$ cat config.mk
export PLATFORM = sky130hd
export DESIGN_NAME = range_decoder_bank
export DESIGN_NICKNAME = d
export VERILOG_FILES = /design/src/rtl/rdb_pkg.sv /design/src/rtl/rdb_commit_check.sv /design/src/rtl/rdb_slot.sv /design/src/rtl/rdb_pick.sv /design/src/rtl/range_decoder_bank.sv
export SDC_FILE = /design/constraint.sdc
export NUM_CORES = 1
export LEC_CHECK = 0
export ABC_AREA = 1
export BUFFER_PORTS_ARGS = -buffer_cell sky130_fd_sc_hd__buf_2
export CORE_ASPECT_RATIO = 1.5
export CORE_MARGIN = 3
export CORE_UTILIZATION = 55
export DETAILED_ROUTE_END_ITERATION = 10
export HOLD_SLACK_MARGIN = 0.06
export PLACE_DENSITY = 0.71
export SYNTH_ARGS = -nofsm -noshare
export SYNTH_HDL_FRONTEND = slang
export SYNTH_SLANG_ARGS = --single-unit
export TNS_END_PERCENT = 10
$ cat constraint.sdc
create_clock -name clk -period 5.2 [get_ports clk]
set_clock_uncertainty 0.15 [all_clocks]
set_input_delay 0.26 -clock clk [delete_from_list [all_inputs] [get_ports clk]]
set_output_delay 0.26 -clock clk [all_outputs]
set_load 0.05 [all_outputs]
$ cat src/rtl/rdb_pkg.sv
package rdb_pkg;
   // register select codes in reg_addr[1:0]
   typedef enum logic [1:0] {
      SEL_BASE = 2'd0,
      SEL_SIZE = 2'd1,
      SEL_CTRL = 2'd2,
      SEL_NONE = 2'd3
   } rdb_sel_e;

   // control register bit positions
   localparam int CB_REQ  = 0;
   localparam int CB_LOCK = 1;
   localparam int CB_DONE = 2;
   localparam int CB_ERR  = 3;
   localparam int CTRL_W  = 4;
endpackage

$ cat src/rtl/rdb_commit_check.sv
// Pure rule evaluation for one decoder's commit request.
module rdb_commit_check #(
   parameter int HW       = 20,
   parameter bit HAS_PREV = 1'b1
) (
   input  logic [HW-1:0] base_i,
   input  logic [HW-1:0] size_i,
   input  logic          lock_i,
   input  logic          prev_committed_i,
   input  logic [HW:0]   prev_end_i,
   output logic          ok_o
);
   localparam logic [HW:0] SPACE_TOP = {1'b1, {HW{1'b0}}};

   logic [HW:0] end_full;
   logic        zero_sz;
   logic        range_ok;
   logic        order_ok;
   logic        lock_ok;

   assign end_full = {1'b0, base_i} + {1'b0, size_i};
   assign zero_sz  = (size_i == '0);
   assign range_ok = zero_sz || (end_full <= SPACE_TOP);

   generate
      if (HAS_PREV) begin : g_prev
         assign order_ok = zero_sz || !prev_committed_i || ({1'b0, base_i} >= prev_end_i);
         assign lock_ok  = !lock_i || prev_committed_i;
      end else begin : g_first
         logic unused_prev;
         assign unused_prev = prev_committed_i ^ (^prev_end_i) ^ lock_i;
         assign order_ok    = 1'b1;
         assign lock_ok     = 1'b1;
      end
   endgenerate

   assign ok_o = range_ok && order_ok && lock_ok;
endmodule

$ cat src/rtl/rdb_slot.sv
// One decoder: registers, commit sequencing and range match.
module rdb_slot #(
   parameter int HW       = 20,
   parameter bit HAS_PREV = 1'b1
) (
   input  logic          clk,
   input  logic          rst_n,
   input  logic          we_base_i,
   input  logic          we_size_i,
   input  logic          we_ctrl_i,
   input  logic [HW-1:0] wdata_hi_i,
   input  logic          wreq_i,
   input  logic          wlock_i,
   input  logic          prev_committed_i,
   input  logic [HW:0]   prev_end_i,
   input  logic [HW-1:0] lk_hi_i,
   output logic [HW-1:0] base_o,
   output logic [HW-1:0] size_o,
   output logic [HW:0]   end_o,
   output logic          req_o,
   output logic          lock_o,
   output logic          committed_o,
   output logic          error_o,
   output logic          match_o
);
   logic [HW-1:0] base_q, size_q;
   logic          req_q, lock_q, committed_q, error_q, pending_q;
   logic          frozen, check_ok, zero_sz;
   logic [HW:0]   end_full;

   assign frozen   = committed_q && lock_q;
   assign zero_sz  = (size_q == '0);
   assign end_full = {1'b0, base_q} + {1'b0, size_q};

   rdb_commit_check #(.HW(HW), .HAS_PREV(HAS_PREV)) u_chk (
      .base_i           (base_q),
      .size_i           (size_q),
      .lock_i           (lock_q),
      .prev_committed_i (prev_committed_i),
      .prev_end_i       (prev_end_i),
      .ok_o             (check_ok)
   );

   always_ff @(posedge clk) begin
      if (!rst_n) begin
         base_q      <= '0;
         size_q      <= '0;
         req_q       <= 1'b0;
         lock_q      <= 1'b0;
         committed_q <= 1'b0;
         error_q     <= 1'b0;
         pending_q   <= 1'b0;
      end else begin
         if (pending_q) begin
            pending_q <= 1'b0;
            if (check_ok) committed_q <= 1'b1;
            else          error_q     <= 1'b1;
         end
         if (!frozen && !pending_q) begin
            if (we_base_i) base_q <= wdata_hi_i;
            if (we_size_i) size_q <= wdata_hi_i;
            if (we_ctrl_i) begin
               req_q <= wreq_i;
               if (wreq_i && !committed_q) begin
                  lock_q    <= wlock_i;
                  error_q   <= 1'b0;
                  pending_q <= 1'b1;
               end else if (!wreq_i) begin
                  lock_q      <= wlock_i;
                  committed_q <= 1'b0;
               end
            end
         end
      end
   end

   assign base_o      = base_q;
   assign size_o      = size_q;
   assign end_o       = zero_sz ? {1'b0, base_q} : end_full;
   assign req_o       = req_q;
   assign lock_o      = lock_q;
   assign committed_o = committed_q;
   assign error_o     = error_q;
   assign match_o     = committed_q && !zero_sz &&
                        ({1'b0, lk_hi_i} >= {1'b0, base_q}) &&
                        ({1'b0, lk_hi_i} <  end_full);

   // a pending request resolves on the next edge into exactly one verdict
   p_resolve_r3: assert property (@(posedge clk) disable iff (!rst_n)
      pending_q |=> (!pending_q && (committed_q != error_q)));

   p_exclusive_r3: assert property (@(posedge clk) disable iff (!rst_n)
      !(committed_q && error_q));

   p_frozen_r9: assert property (@(posedge clk) disable iff (!rst_n)
      (committed_q && lock_q) |=> ($stable(base_q) && $stable(size_q) && committed_q && lock_q));

   p_zero_nohit_r7: assert property (@(posedge clk) disable iff (!rst_n)
      (committed_q && size_q == '0) |-> !match_o);

   generate
      if (HAS_PREV) begin : g_lock_chk
         p_lock_order_r4: assert property (@(posedge clk) disable iff (!rst_n)
            ($rose(committed_q) && lock_q) |-> $past(prev_committed_i));
      end
   endgenerate
endmodule

$ cat src/rtl/rdb_pick.sv
// Lowest-index selection among matching decoders.
module rdb_pick #(
   parameter int N  = 4,
   parameter int IW = 2
) (
   input  logic [N-1:0]  match_i,
   output logic          hit_o,
   output logic [IW-1:0] idx_o
);
   always_comb begin
      idx_o = '0;
      for (int i = N - 1; i >= 0; i--) begin
         if (match_i[i]) idx_o = IW'(i);
      end
   end
   assign hit_o = |match_i;
endmodule

$ cat src/rtl/range_decoder_bank.sv
module range_decoder_bank
   import rdb_pkg::*;
#(
   parameter int NUM_DEC = 4,
   parameter int ADDR_W  = 48,
   parameter int GRAN_W  = 28,
   localparam int IDX_W  = (NUM_DEC > 1) ? $clog2(NUM_DEC) : 1,
   localparam int RA_W   = IDX_W + 2
) (
   input  logic              clk,
   input  logic              rst_n,
   input  logic              reg_we,
   input  logic [RA_W-1:0]   reg_addr,
   input  logic [ADDR_W-1:0] reg_wdata,
   output logic [ADDR_W-1:0] reg_rdata,
   input  logic [ADDR_W-1:0] lk_addr,
   output logic              lk_hit,
   output logic [IDX_W-1:0]  lk_idx
);
   localparam int HW = ADDR_W - GRAN_W;

   initial begin
      a_cfg_gran: assert (GRAN_W > 0 && GRAN_W < ADDR_W)
         else $fatal(1, "GRAN_W must lie inside ADDR_W");
      a_cfg_num: assert (NUM_DEC >= 1 && NUM_DEC <= (1 << IDX_W))
         else $fatal(1, "NUM_DEC out of range");
   end

   logic [IDX_W-1:0] dec_sel;
   rdb_sel_e         reg_sel;
   logic [HW-1:0]    wdata_hi, lk_hi;
   logic             unused_bits;

   assign dec_sel     = reg_addr[RA_W-1:2];
   assign reg_sel     = rdb_sel_e'(reg_addr[1:0]);
   assign wdata_hi    = reg_wdata[ADDR_W-1:GRAN_W];
   assign lk_hi       = lk_addr[ADDR_W-1:GRAN_W];
   assign unused_bits = (^reg_wdata[GRAN_W-1:CTRL_W]) ^ (^lk_addr[GRAN_W-1:0]) ^ reg_wdata[CB_ERR]
                        ^ reg_wdata[CB_DONE];

   logic [HW-1:0]      base_a [NUM_DEC];
   logic [HW-1:0]      size_a [NUM_DEC];
   logic [HW:0]        end_a  [NUM_DEC];
   logic [NUM_DEC-1:0] req_v, lock_v, done_v, err_v, match_v;

   generate
      for (genvar g = 0; g < NUM_DEC; g++) begin : g_slot
         logic          sel_me, prev_c;
         logic [HW:0]   prev_e;
         assign sel_me = reg_we && (dec_sel == IDX_W'(g));
         if (g == 0) begin : g_head
            assign prev_c = 1'b0;
            assign prev_e = '0;
         end else begin : g_link
            assign prev_c = done_v[g-1];
            assign prev_e = end_a[g-1];
         end

         rdb_slot #(.HW(HW), .HAS_PREV(g != 0)) u_slot (
            .clk              (clk),
            .rst_n            (rst_n),
            .we_base_i        (sel_me && reg_sel == SEL_BASE),
            .we_size_i        (sel_me && reg_sel == SEL_SIZE),
            .we_ctrl_i        (sel_me && reg_sel == SEL_CTRL),
            .wdata_hi_i       (wdata_hi),
            .wreq_i           (reg_wdata[CB_REQ]),
            .wlock_i          (reg_wdata[CB_LOCK]),
            .prev_committed_i (prev_c),
            .prev_end_i       (prev_e),
            .lk_hi_i          (lk_hi),
            .base_o           (base_a[g]),
            .size_o           (size_a[g]),
            .end_o            (end_a[g]),
            .req_o            (req_v[g]),
            .lock_o           (lock_v[g]),
            .committed_o      (done_v[g]),
            .error_o          (err_v[g]),
            .match_o          (match_v[g])
         );
      end
   endgenerate

   always_comb begin
      reg_rdata = '0;
      for (int i = 0; i < NUM_DEC; i++) begin
         if (dec_sel == IDX_W'(i)) begin
            case (reg_sel)
               SEL_BASE: reg_rdata = {base_a[i], {GRAN_W{1'b0}}};
               SEL_SIZE: reg_rdata = {size_a[i], {GRAN_W{1'b0}}};
               SEL_CTRL: reg_rdata = ADDR_W'({err_v[i], done_v[i], lock_v[i], req_v[i]});
               default:  reg_rdata = '0;
            endcase
         end
      end
   end

   rdb_pick #(.N(NUM_DEC), .IW(IDX_W)) u_pick (
      .match_i (match_v),
      .hit_o   (lk_hit),
      .idx_o   (lk_idx)
   );

   // reported index really matches, and none below it does
   p_pick_lowest_r12: assert property (@(posedge clk) disable iff (!rst_n)
      lk_hit |-> (match_v[lk_idx] &&
                  ((match_v & ((NUM_DEC'(1) << lk_idx) - NUM_DEC'(1))) == '0)));

   p_miss_r12: assert property (@(posedge clk) disable iff (!rst_n)
      !lk_hit |-> (match_v == '0));
endmodule

==> run metrics <==
status=completed; Worst-Margin Slew=1.161 ns; Die Ht=232.8 um; Worst slew margin=22.49%; initial antenna violation count=1; # port buffers=75; arrival time of the worst setup path=4.45 ns; Row Count=82; Crit Reg-Reg Endpoint=g_slot[1].u_slot.committed_o$_SDFF_PN0_; vias per cell=6.181; drt first-iter violations=2,097; synth unique cells=54; Slowest-stage cell, CP=fa_2; sequential area share after synthesis=19.11%; setup TNS=0 ns; Clock transition at path regs=0.07 ns; final setup margin=0.3401 ns; Crit Path Max Fanout=4; P_leak=9.778 nW; post-DP HPWL=62,200 um; Initial Util=56.04%; peak supply drop=248.2 uV; first-pass GRT wire length=117,200 um; CTS max path bufs=2; fillers=3,401; largest net degree at the start of global routing=94; fin crit share=93.46%; non-filler cells, final=3,450; Placed Cells=3,411; delay-heaviest family, CP=simple AND/OR/NAND/NOR gates; crit-path max cell delay=0.38 ns; worst r2r src=g_slot[0].u_slot.base_o[0]$_SDFFE_PN0P_; antenna-violating nets left=0; Clock Latency Late Sink=0.47 ns; clock sink total=180; Initial DRT Pass Iterations=7; WP data required=4.79 ns; minimum clock period=4.860 ns; Max Clk Rate=0.2058 GHz; Cells after Synth=2,985; Worst R2R Setup Slack=0.97 ns; kind of critical path=register to output port; Final nets=3,420; total power draw=4.067 mW; number of synthesized flops with an enable pin=0; Die W=157.2 um; TritonCTS clock tree=yes; startpoint type of the worst setup path=register; Mean Syn Cell Area=6.318 um^2; DRC Markers=0; RSZ-0062 raised after global routing=no; CP Buf/Inv Count=4; average wire per standard cell=23.18 um; Total Wirelength=79,970 um; post-synthesis register bit count=180; top_reg_cell synth=dfxtp_1; Top cell by count, worst path=nand2_1; crit path capture type=output port; Final setup viols=0; area grow syn2layout=6.834%; Max Cap Viol=0; number of I/O pins=154; Critical Path Stages=26; routed via count=21.32k; Post-Place Setup Slack=0.6020 ns; Reg2Reg Depth=30; Ys Warns=0; Hold Vio Cnt, Final=0; H-tree depth=4; GPL Wtd Cong=1.064; Post-Syn Area=18,860 um^2; fraction of layout cells with a size suffix above 1=5.910%; die area=36,590 um^2; Slew Limit Fails=0; All-Layer GR Usage=42.96%; vias in the first global route=20.20k; root buffer cell=clkbuf_16; total CTS buffers=17; total power divided by cell area=201.9 nW/um^2; HP Class=input port to register; GRT overflow=0; Post-synth ARST share=0%; Crit. Startpoint=g_slot[1].u_slot.base_o[0]$_SDFFE_PN0P_; Critical Path End=lk_hit; core footprint=33,650 um^2
-- layout make-up --
cell class / count / area, um^2 / area share [%]
repair buffers: 103 / 605.6 / 3.006
clock buffers: 18 / 439.2 / 2.180
multi-input cells: 2313 / 13310 / 66.08
diodes: 1 / 2.502 / 0.01242
inverters: 402 / 1509 / 7.490
clock inverters: 13 / 147.6 / 0.7328
flip-flops and latches: 180 / 3605 / 17.89
well taps: 420 / 525.5 / 2.608
-- per-layer routing --
metal	wire [um]	GRT usage, %
met5	13	0
met4	8387	36.45
met3	7523	9.565
met2	35360	68.58
met1	28680	47.93
-- synthesized netlist by cell type (15+ instances only) --
cell type / number / area [um^2]
buf_4: 25 / 187.7
inv_1: 397 / 1490
nor2_1: 252 / 945.9
nand2_2: 18 / 112.6
o22ai_1: 44 / 275.3
nand3_1: 132 / 660.6
nand4_1: 85 / 531.8
o21ai_0: 331 / 1657
dfxtp_1: 180 / 3603
nand2_1: 644 / 2417
a21oi_1: 316 / 1582
xnor2_1: 15 / 131.4
ha_1: 296 / 3704
clkbuf_1: 76 / 285.3
nor3_1: 31 / 155.2
-- worst register-to-register path: cells and delay by family, from the launching register on --
kind	cells	cell delay (ns)
AO/OA/AOI/OAI	3	0.49
adder cells (fa/ha/maj)	3	1.07
buffers and inverters	4	0.31
flip-flops	1	0.37
AND/OR/NAND/NOR	20	1.75
-- metrics by stage --
step	hold slack, ns	cell area (um^2)	utilization [%]
after CTS	0.06732	20130	59.81
after floorplan	0.2449	18940	-
final	0.09720	20150	59.87
after detailed placement	0.3116	19480	57.89
after global routing	0.06911	20140	59.86
after global placement	0.3047	19480	57.89
-- registers in the layout, summed over array words and instances (netlist names) --
name,cells
g_slot.u_slot.error_o,4
g_slot.u_slot.req_o,4
g_slot.u_slot.base_o,80
g_slot.u_slot.lock_o,4
g_slot.u_slot.size_o,80
g_slot.u_slot.pending_q,4
g_slot.u_slot.committed_o,4
-- worst min path at each step --
stage               cells after the start                                 endpoint                           startpoint  slack [ns]
detailed placement                      2      g_slot[3].u_slot.req_o$_SDFFE_PN0P_  g_slot[3].u_slot.req_o$_SDFFE_PN0P_        0.31
global placement                        2      g_slot[1].u_slot.error_o$_SDFF_PN0_  g_slot[1].u_slot.error_o$_SDFF_PN0_        0.30
global route                            3  g_slot[0].u_slot.size_o[5]$_SDFFE_PN0P_                        reg_wdata[33]        0.07
floorplan                               2  g_slot[2].u_slot.size_o[2]$_SDFFE_PN0P_                        reg_wdata[30]        0.24
CTS                                     3  g_slot[0].u_slot.size_o[5]$_SDFFE_PN0P_                        reg_wdata[33]        0.07
finish                                  3  g_slot[0].u_slot.size_o[5]$_SDFFE_PN0P_                        reg_wdata[33]         0.1
-- cell families (layout without fill, tap and decap cells) --
group           after synthesis  after routing  synth area share (%)
compound gates              750            750                 21.15
other cells                   1             25               0.01989
xor+xnor                     29             29                 1.466
flops                       180            180                 19.11
simple gates               1210           1210                 27.40
fa+ha+maj                   300            300                 20.06
buf+inv                     515            536                 10.79
-- cells in the final DEF (no fill, tap or decap), types with 15 or more instances in the layout --
master,instances
nand2_1,642
inv_1,397
o21ai_0,331
a21oi_1,316
ha_1,296
nor2_1,252
dfxtp_1,179
nand3_1,132
nand4_1,85
buf_2,73
o22ai_1,44
nor3_1,31
conb_1,24
buf_4,24
nand2_2,20
clkbuf_16,17
xnor2_1,15
-- power breakdown --
group / internal, mW / total [mW] / switching, mW / leakage [nW]
combinational: 0.373 / 1.27 / 0.898 / 8.04
sequential: 1.41 / 1.45 / 0.0386 / 1.46
clock: 0.726 / 1.35 / 0.624 / 0.282
-- what timing repair did --
item / CTS / global route
hold buffers: 6 / 0
endpoints found under the hold margin: 14 / 0
gates resized for setup: 0 / 5
buffers inserted: 0 / 1
setup endpoints to repair: 0 / 2
No activity file was read; power rests on OpenSTA's default activity.
